## src/rtl/mcs_pkg.sv

```systemverilog
package mcs_pkg;
    typedef enum logic [1:0] {
        ST_IDLE   = 2'd0,
        ST_ARMED  = 2'd1,
        ST_ACTIVE = 2'd2
    } mcs_state_e;
endpackage

```

## src/rtl/mcs_lne_gen.sv

```systemverilog
module mcs_lne_gen #(
    parameter int PRE_W     = 8,
    parameter int TIMER_DIV = 10
) (
    input  logic             clk,
    input  logic             rst_n,
    input  logic             run,
    input  logic             restart,
    input  logic             src_sel,
    input  logic             ext_pulse,
    input  logic             sw_lne,
    input  logic [PRE_W-1:0] prescale,
    output logic             lne
);
    localparam int TW = (TIMER_DIV > 2) ? $clog2(TIMER_DIV) : 1;
    localparam logic [TW-1:0] TMAX = TW'(TIMER_DIV - 1);

    typedef struct packed {
        logic [TW-1:0]    tmr;
        logic [PRE_W-1:0] pre;
    } gen_t;

    gen_t g_d, g_q;
    logic tick, raw, pre_hit;

    always_comb begin
        tick    = (g_q.tmr == TMAX);
        raw     = src_sel ? ext_pulse : tick;
        pre_hit = raw && (g_q.pre == prescale);
        g_d     = g_q;
        if (restart) begin
            g_d.tmr = '0;
            g_d.pre = '0;
        end else if (run) begin
            g_d.tmr = tick ? '0 : g_q.tmr + 1'b1;
            if (raw) g_d.pre = pre_hit ? '0 : g_q.pre + 1'b1;
        end
        lne = run && !restart && (pre_hit || sw_lne);
    end

    always_ff @(posedge clk or negedge rst_n) begin
        if (!rst_n) g_q <= '0;
        else        g_q <= g_d;
    end


    tick_gap_chk: assert property (@(posedge clk) disable iff (!rst_n)
        (run && !restart && tick) |=> !tick);
endmodule

```

## src/rtl/mcs_chan_bank.sv

```systemverilog
module mcs_chan_bank #(
    parameter int NCH = 8,
    parameter int CW  = 16
) (
    input  logic                   clk,
    input  logic                   rst_n,
    input  logic [NCH-1:0]         hits,
    input  logic                   count_en,
    input  logic                   load_hits,
    input  logic                   clr,
    output logic [NCH-1:0][CW-1:0] counts
);
    for (genvar i = 0; i < NCH; i++) begin : g_lane
        logic [CW-1:0] c_d, c_q;

        always_comb begin
            c_d = c_q;
            if (clr)            c_d = '0;
            else if (load_hits) c_d = {{(CW-1){1'b0}}, hits[i]};
            else if (count_en)  c_d = c_q + {{(CW-1){1'b0}}, hits[i]};
        end

        always_ff @(posedge clk or negedge rst_n) begin
            if (!rst_n) c_q <= '0;
            else        c_q <= c_d;
        end

        assign counts[i] = c_q;


        carry_hit_chk: assert property (@(posedge clk) disable iff (!rst_n)
            (load_hits && !clr) |=> (c_q == {{(CW-1){1'b0}}, $past(hits[i])}));
    end
endmodule

```

## src/rtl/mcs_frame_emit.sv

```systemverilog
module mcs_frame_emit #(
    parameter int NCH = 8,
    parameter int CW  = 16,
    parameter int IW  = 3
) (
    input  logic                   clk,
    input  logic                   rst_n,
    input  logic                   take,
    input  logic [NCH-1:0][CW-1:0] counts,
    input  logic                   clr_ovr,
    input  logic                   ready,
    output logic                   valid,
    output logic [CW-1:0]          data,
    output logic [IW-1:0]          chan,
    output logic                   last,
    output logic                   overrun
);
    localparam logic [IW-1:0] IMAX = IW'(NCH - 1);

    typedef struct packed {
        logic [NCH-1:0][CW-1:0] frame;
        logic [IW-1:0]          idx;
        logic                   busy;
        logic                   ovr;
    } emit_t;

    emit_t e_d, e_q;
    logic  hs;

    always_comb begin
        e_d = e_q;
        hs  = e_q.busy && ready;
        if (hs) begin
            if (e_q.idx == IMAX) begin
                e_d.busy = 1'b0;
                e_d.idx  = '0;
            end else begin
                e_d.idx = e_q.idx + 1'b1;
            end
        end
        if (take) begin
            if (e_q.busy) begin
                e_d.ovr = 1'b1;
            end else begin
                e_d.frame = counts;
                e_d.busy  = 1'b1;
                e_d.idx   = '0;
            end
        end
        if (clr_ovr) e_d.ovr = 1'b0;
    end

    always_ff @(posedge clk or negedge rst_n) begin
        if (!rst_n) e_q <= '0;
        else        e_q <= e_d;
    end

    assign valid   = e_q.busy;
    assign data    = e_q.frame[e_q.idx];
    assign chan    = e_q.idx;
    assign last    = e_q.busy && (e_q.idx == IMAX);
    assign overrun = e_q.ovr;


    stall_hold_chk: assert property (@(posedge clk) disable iff (!rst_n)
        (valid && !ready) |=> (valid && $stable(data) && $stable(chan)));

    frame_end_chk: assert property (@(posedge clk) disable iff (!rst_n)
        (valid && ready && last) |=> !valid);

    ovr_sticky_chk: assert property (@(posedge clk) disable iff (!rst_n)
        (overrun && !clr_ovr) |=> overrun);
endmodule

```

## src/rtl/mcs_dwell_seq.sv

```systemverilog
module mcs_dwell_seq #(
    parameter int NCH       = 8,
    parameter int CW        = 16,
    parameter int PRE_W     = 8,
    parameter int ACQ_W     = 16,
    parameter int TIMER_DIV = 10,
    parameter int IW        = (NCH > 1) ? $clog2(NCH) : 1
) (
    input  logic             clk,
    input  logic             rst_n,
    input  logic             cfg_lne_src,
    input  logic [PRE_W-1:0] cfg_prescale,
    input  logic [ACQ_W-1:0] cfg_acq_preset,
    input  logic             key_arm,
    input  logic             key_enable,
    input  logic             key_disable,
    input  logic             key_lne,
    input  logic             ext_lne,
    input  logic [NCH-1:0]   ch_hits,
    output logic             out_valid,
    input  logic             out_ready,
    output logic [CW-1:0]    out_data,
    output logic [IW-1:0]    out_chan,
    output logic             out_last,
    output logic [ACQ_W-1:0] acq_count,
    output logic             mcs_active,
    output logic             mcs_armed,
    output logic             overrun
);
    import mcs_pkg::*;

    typedef struct packed {
        mcs_state_e       st;
        logic [ACQ_W-1:0] acq;
    } ctl_t;

    ctl_t ctl_d, ctl_q;
    logic start_en, start_arm, start, run, lne;
    logic act_lne, arm_lne, final_lne;
    logic [NCH-1:0][CW-1:0] counts;

    always_comb begin
        start_en  = key_enable && (ctl_q.st != ST_ACTIVE) && !key_disable;
        start_arm = key_arm && (ctl_q.st == ST_IDLE) && !key_disable && !key_enable;
        start     = start_en || start_arm;
        run       = (ctl_q.st != ST_IDLE) && !key_disable;
    end

    mcs_lne_gen #(.PRE_W(PRE_W), .TIMER_DIV(TIMER_DIV)) u_gen (
        .clk(clk), .rst_n(rst_n), .run(run), .restart(start),
        .src_sel(cfg_lne_src), .ext_pulse(ext_lne), .sw_lne(key_lne),
        .prescale(cfg_prescale), .lne(lne)
    );

    always_comb begin
        act_lne   = lne && (ctl_q.st == ST_ACTIVE);
        arm_lne   = lne && (ctl_q.st == ST_ARMED);
        final_lne = act_lne && (cfg_acq_preset != '0) &&
                    ((ctl_q.acq + 1'b1) == cfg_acq_preset);
        ctl_d = ctl_q;
        if (key_disable) begin
            ctl_d.st = ST_IDLE;
        end else if (start_en) begin
            ctl_d.st  = ST_ACTIVE;
            ctl_d.acq = '0;
        end else if (start_arm) begin
            ctl_d.st  = ST_ARMED;
            ctl_d.acq = '0;
        end else if (arm_lne) begin
            ctl_d.st = ST_ACTIVE;
        end else if (act_lne) begin
            ctl_d.acq = ctl_q.acq + 1'b1;
            if (final_lne) ctl_d.st = ST_IDLE;
        end
    end

    always_ff @(posedge clk or negedge rst_n) begin
        if (!rst_n) begin
            ctl_q.st  <= ST_IDLE;
            ctl_q.acq <= '0;
        end else begin
            ctl_q <= ctl_d;
        end
    end

    mcs_chan_bank #(.NCH(NCH), .CW(CW)) u_bank (
        .clk(clk), .rst_n(rst_n), .hits(ch_hits),
        .count_en((ctl_q.st == ST_ACTIVE) && !key_disable),
        .load_hits(act_lne && !final_lne),
        .clr(start || arm_lne || final_lne),
        .counts(counts)
    );

    mcs_frame_emit #(.NCH(NCH), .CW(CW), .IW(IW)) u_emit (
        .clk(clk), .rst_n(rst_n), .take(act_lne), .counts(counts),
        .clr_ovr(start), .ready(out_ready), .valid(out_valid),
        .data(out_data), .chan(out_chan), .last(out_last), .overrun(overrun)
    );

    assign acq_count  = ctl_q.acq;
    assign mcs_active = (ctl_q.st == ST_ACTIVE);
    assign mcs_armed  = (ctl_q.st == ST_ARMED);


    acq_step_chk: assert property (@(posedge clk) disable iff (!rst_n)
        1'b1 |=> (acq_count == $past(acq_count) ||
                  acq_count == $past(acq_count) + 1'b1 || acq_count == '0));

    preset_bound_chk: assert property (@(posedge clk) disable iff (!rst_n)
        (mcs_active && cfg_acq_preset != '0 && $stable(cfg_acq_preset))
            |-> (acq_count < cfg_acq_preset));

    disable_idle_chk: assert property (@(posedge clk) disable iff (!rst_n)
        key_disable |=> (!mcs_active && !mcs_armed));

    arm_no_frame_chk: assert property (@(posedge clk) disable iff (!rst_n)
        (mcs_armed && !out_valid) |=> !out_valid);
endmodule

```

## config.mk

```make
export PLATFORM = sky130hd
export DESIGN_NAME = mcs_dwell_seq
export DESIGN_NICKNAME = d
export VERILOG_FILES = /design/src/rtl/mcs_pkg.sv /design/src/rtl/mcs_lne_gen.sv /design/src/rtl/mcs_chan_bank.sv /design/src/rtl/mcs_frame_emit.sv /design/src/rtl/mcs_dwell_seq.sv
export SDC_FILE = /design/constraint.sdc
export NUM_CORES = 1
export LEC_CHECK = 0
export CAP_MARGIN = 20
export CORE_MARGIN = 1
export CORE_UTILIZATION = 55
export DETAILED_ROUTE_END_ITERATION = 7
export MAX_ROUTING_LAYER = met4
export PLACE_DENSITY = 0.74
export SLEW_MARGIN = 20
export SYNTH_ARGS = -nofsm -noshare
export SYNTH_HDL_FRONTEND = slang
export SYNTH_SLANG_ARGS = --single-unit
```

## constraint.sdc

```tcl
create_clock -name clk -period 5.7 [get_ports clk]
set_clock_uncertainty 0.1 [all_clocks]
set_input_delay 0.855 -clock clk [delete_from_list [all_inputs] [get_ports clk]]
set_output_delay 0.855 -clock clk [all_outputs]
set_load 0.05 [all_outputs]
```

# Word-level counts from Yosys, hierarchy flattened
# Index checks and enable logic that the tools add are counted.
# W data, S select, Z words.
dict set report totals {
  reg_bits 291
  output_inout_bits 40
}
dict set report op_classes {
  n_mux 46
  reduce_logical 41
  eq_ne 8
  bitwise_logic 2
  order_cmp 1
  add_sub_neg 12
}
# cell n
set ops {}
lappend ops {{$mux W16} 26}
lappend ops {{$add A16 B1 Y16} 8}
lappend ops {{$mux W18} 3}
lappend ops {{$bmux W16 S3} 1}
lappend ops {{$mux W12} 2}
lappend ops {{$logic_and A1 B1 Y1} 17}
lappend ops {{$add A16 B1 Y16 const B} 1}
lappend ops {{$eq A16 B16 Y1} 1}
lappend ops {{$mux W8} 2}
lappend ops {{$reduce_bool A16 Y1} 1}
lappend ops {{$mux W4} 3}
lappend ops {{$reduce_bool A2 Y1} 5}
lappend ops {{$reduce_bool A5 Y1} 2}
lappend ops {{$add A8 B1 Y8 const B} 1}
lappend ops {{$eq A8 B8 Y1} 1}
lappend ops {{$reduce_and A2 Y1} 4}
lappend ops {{$mux W2} 3}
lappend ops {{$reduce_bool A3 Y1} 2}
lappend ops {{$mux W5} 1}
lappend ops {{$add A4 B1 Y4 const B} 1}
lappend ops {{$eq A4 B4 Y1 const B} 1}
lappend ops {{$logic_not A1 Y1} 4}
lappend ops {{$logic_or A1 B1 Y1} 4}
lappend ops {{$lt A3 B4 Y1 const B} 1}
lappend ops {{11 further kinds} 15}

# Depth between registers and ports, before layout
dict set report depth {
  depth_word 17
  mapped_depth 8
  mapped_depth_nobuf 8
}

# Cells and area by module
# Synthesis repeated with hierarchy kept, for this count alone.
dict set report unflattened {
  hier_cells 1350
  hier_area_um2 15117.0
}
# mod instances seq_area_each_um2 area_each_um2 cells_each
set modules_own_cells {}
lappend modules_own_cells {mcs_chan_bank 1 3203.1 6498.7 684}
lappend modules_own_cells {mcs_frame_emit 1 3328.2 6035.8 351}
lappend modules_own_cells {mcs_dwell_seq 1 450.4 1680.4 209}
lappend modules_own_cells {mcs_lne_gen 1 300.3 902.1 106}

# Worst setup path before layout
# OpenSTA, ideal clock, no wires.
dict set report synth_path {
  path_type {flip-flop to output port}
  from {register u_emit.e_q, in the netlist u_emit.chan[0]}
  to {output port out_data[0]}
  required_ns 4.745
  path_buffers 2
  path_stages_with_launch 5
  t_arrival_ns 2.121
  slack_ns 2.624
  path_cell_list {dfrtp_1 clkbuf_1 buf_1 mux4_2 mux2_2}
}
dict set report synth_via {
  elab_chain_len 2
}
# item line
set synth_lines {}
lappend synth_lines {{start, declared} mcs_frame_emit.sv:27} ;# emit_t e_d, e_q;
lappend synth_lines {{start signal, assigned} mcs_frame_emit.sv:54} ;# if (!rst_n) e_q <= '0;
lappend synth_lines {{start signal, assigned} mcs_frame_emit.sv:55} ;# else e_q <= e_d;
lappend synth_lines {{$bmux W16 S3} mcs_frame_emit.sv:59} ;# assign data = e_q.frame[e_q.idx];
lappend synth_lines {{$mux W16 (implied by the code)} mcs_frame_emit.sv:59}
lappend synth_lines {{end, declared} mcs_dwell_seq.sv:22} ;# output logic [CW-1:0] out_data,
# Every way passes these cells. The select of a mux whose other input is x is not followed.

# Worst setup path after layout
dict set report layout_path {
  from {register u_emit.e_q, in the netlist u_emit.chan[0]}
  to {output port out_data[14]}
}
# Same word-level chain as after synthesis.

==> results.md <==
- PwrDens: 299 nW/um^2
- WL per Instance: 17.6 um
- Clock slew at reported path FFs: 0.06 ns
- Number of flops mapped to enable cells by yosys: 0
- CTS Hold Bufs: 0
- Metal-1 WL: 14.1 mm
- Die area: 27000 sq um
- Yosys reg bits: 291
- P&R area growth vs syn: 13.3%
- CTS Buf Count: 31
- Yosys cell types: 50
- Number of post-CTS setup repair buffers: 0
- Diode count: 0
- Cell at the root of the clock tree: clkbuf_16
- I/O pin count: 81
- Fmax: 230 MHz
- Synth warn: 0
- Final net count: 1381
- Starting density of the core: 55.8%
- Static Leak: 7.55 nW
- Final wirelength: 29.6 mm
- Endpoints failing hold: 0
- Top Metal Used: met4
- Clock buffer depth: 3
- Final antenna-violating net count: 0
- Share of cells above drive strength 1: 9.23%
- Post-Syn Area: 14500 sq um
- Pin count of the biggest net entering global routing: 132
- Most common cell after layout, fill and taps aside: dfrtp_1
- Worst setup EP type: output pin
- PortBufs: 80
- Syn nets: 1333
- CP Max Fanout: 29
- Syn avg cell area: 11.4 sq um
- Max Cap Viol: 0
- Delay-heaviest family, CP: buffers and inverters
- Initial antenna violation count: 0
- VDD IR max: 0.000289 V
- Critical path cell sequence: buf_4 -> mux4_2 -> mux2_2 -> clkdlybuf4s50_1
- Crit Path Class: flop to output pin
- Worst-Skew Late Latency: 0.54 ns
- Number of remaining DRC errors: 0
- Congestion Overflow GR: 0
- Fin crit share: 76.1%
- Drt first pass iters: 4
- Via Count: 9569
- CP max stage cell: dfrtp_2
- Synth async-reset ratio: 100%
- Detail Placement HPWL: 19.8 mm
- H-tree depth: 1
- Global-route wire length before repair: 49.3 mm
- CP Buf/Inv Count: 2
- GRT Total Usage: 23.8%
- Number of global-route vias before repair: 9372
- Pins over their slew limit: 0
- Final setup vio count: 0
- Starting DRT DRC Count: 685
- CTS tree: yes
- Die Y: 164 um
- Most frequent cells in the layout: dfrtp_1, nor2_1, mux2_1, nand2_1, xor2_1
- Met3 WL post-DR: 828 um
- CP startpoint kind: flop
- Setup TNS: 0 ns
- Syn Inst Count: 1272
- Total power: 0.00490 W
- Min Tclk post-route: 4.34 ns
- Placer Congestion: 0.886
- Slew @ Worst Pin: 0.970 ns
- FP Rows: 59
- Routed wl met2: 14.1 mm
- RSZ-0062 raised after global routing: false
- DR vias/cell: 5.70
- Critical Path Max Stage Delay: 0.99 ns
- Min Hold Slack: 0.269 ns
- CTS Sinks: 291
- Crit path required time: 4.74 ns
- Post-synthesis sequential area ratio: 50.3%
- Main synth FF type: dfrtp_1
- Worst Path Arrival: 3.39 ns
- Max_slew headroom: 35.4%
- Status: completed
- Final cell area excluding filler cells: 16400 sq um
- Core Footprint: 25900 sq um
- Quantity of gates resized following cts: 0
- Worst Hold Class: input pin to asynchronous set/reset pin
- Cell Area, Placed: 15400 sq um
- Die width: 164 um
## cell families after synthesis
| family | Yosys count | share of synthesized area (%) |
|---|---|---|
| flip-flops | 291 | 50.3 |
| AO/OA/AOI/OAI | 123 | 5.27 |
| XOR/XNOR | 132 | 7.99 |
| buffers and inverters | 98 | 3.86 |
| multiplexers | 180 | 16.5 |
| adder cells (fa/ha/maj) | 20 | 1.73 |
| AND/OR/NAND/NOR | 428 | 14.3 |
## where the power goes
part,switching (W),total [W],internal [W]
Sequential,0.000135,0.00226,0.00212
Clock,0.000799,0.00202,0.00122
Combinational,0.000339,0.000617,0.000279
Total,0.00127,0.00490,0.00362
## through the flow
step	setup WS (ns)	util, %	instances
2_1_floorplan	2.62	-	1272
3_3_place_gp	1.91	59.3	1621
3_5_place_dp	1.85	59.3	1622
4_1_cts	1.27	63.3	1678
5_1_grt	1.13	63.3	1678
6_report	1.36	63.3	1678
## final cells by class
cell class                 instances  area [sq um]
clock buffer                      45           898
clock inverter                    11           133
timing repair buffer              92           931
fill                            1952          9520
sequential                       291          7280
inverter                          21          78.8
multi-input combinational        883          6650
tap                              335           419
## cells in the mapped netlist, types with 21 or more instances
cell type | number | area (sq um)
a21oi_1 | 39 | 195
and3_1 | 22 | 138
clkbuf_1 | 27 | 101
dfrtp_1 | 291 | 7280
inv_1 | 21 | 78.8
mux2_1 | 128 | 1440
mux4_2 | 32 | 721
nand2_1 | 97 | 364
nand3_1 | 38 | 190
nand4_1 | 34 | 213
nor2_1 | 141 | 529
o21ai_0 | 33 | 165
xnor2_1 | 46 | 403
xor2_1 | 86 | 753
## worst paths after layout
path | start | end | slack [ns] | depth (start not counted)
max | u_emit.chan[0]$_DFF_PN0_ | out_data[14] | 1.36 | 4
min | rst_n | u_emit.valid$_DFF_PN0_ | 0.27 | 1
max reg2reg | acq_count[0]$_DFFE_PN0P_ | u_bank.g_lane[6].c_q[0]$_DFFE_PN0P_ | 2.18 | 7
min reg2reg | u_emit.e_q[22]$_DFFE_PN0P_ | u_emit.e_q[22]$_DFFE_PN0P_ | 0.38 | 1
max in group asynchronous | rst_n | u_bank.g_lane[7].c_q[15]$_DFFE_PN0P_ | 3.97 | 2
min in group clk | u_emit.e_q[22]$_DFFE_PN0P_ | u_emit.e_q[22]$_DFFE_PN0P_ | 0.38 | 1
## registers in the layout, summed over array words and instances, names as in the netlist
register	count
u_emit.chan	3
u_bank.g_lane.c_q	128
ctl_q	2
u_emit.valid	1
acq_count	16
u_gen.g_q	12
u_emit.e_q	128
u_emit.overrun	1
## routing by layer
metal	track usage, %	vias to the layer above
li1	-	4531
met4	5.26	0
met2	36.5	141
met1	34.3	4858
met3	2.68	39
met5	-	-
Power figures use the tool's default switching activity.
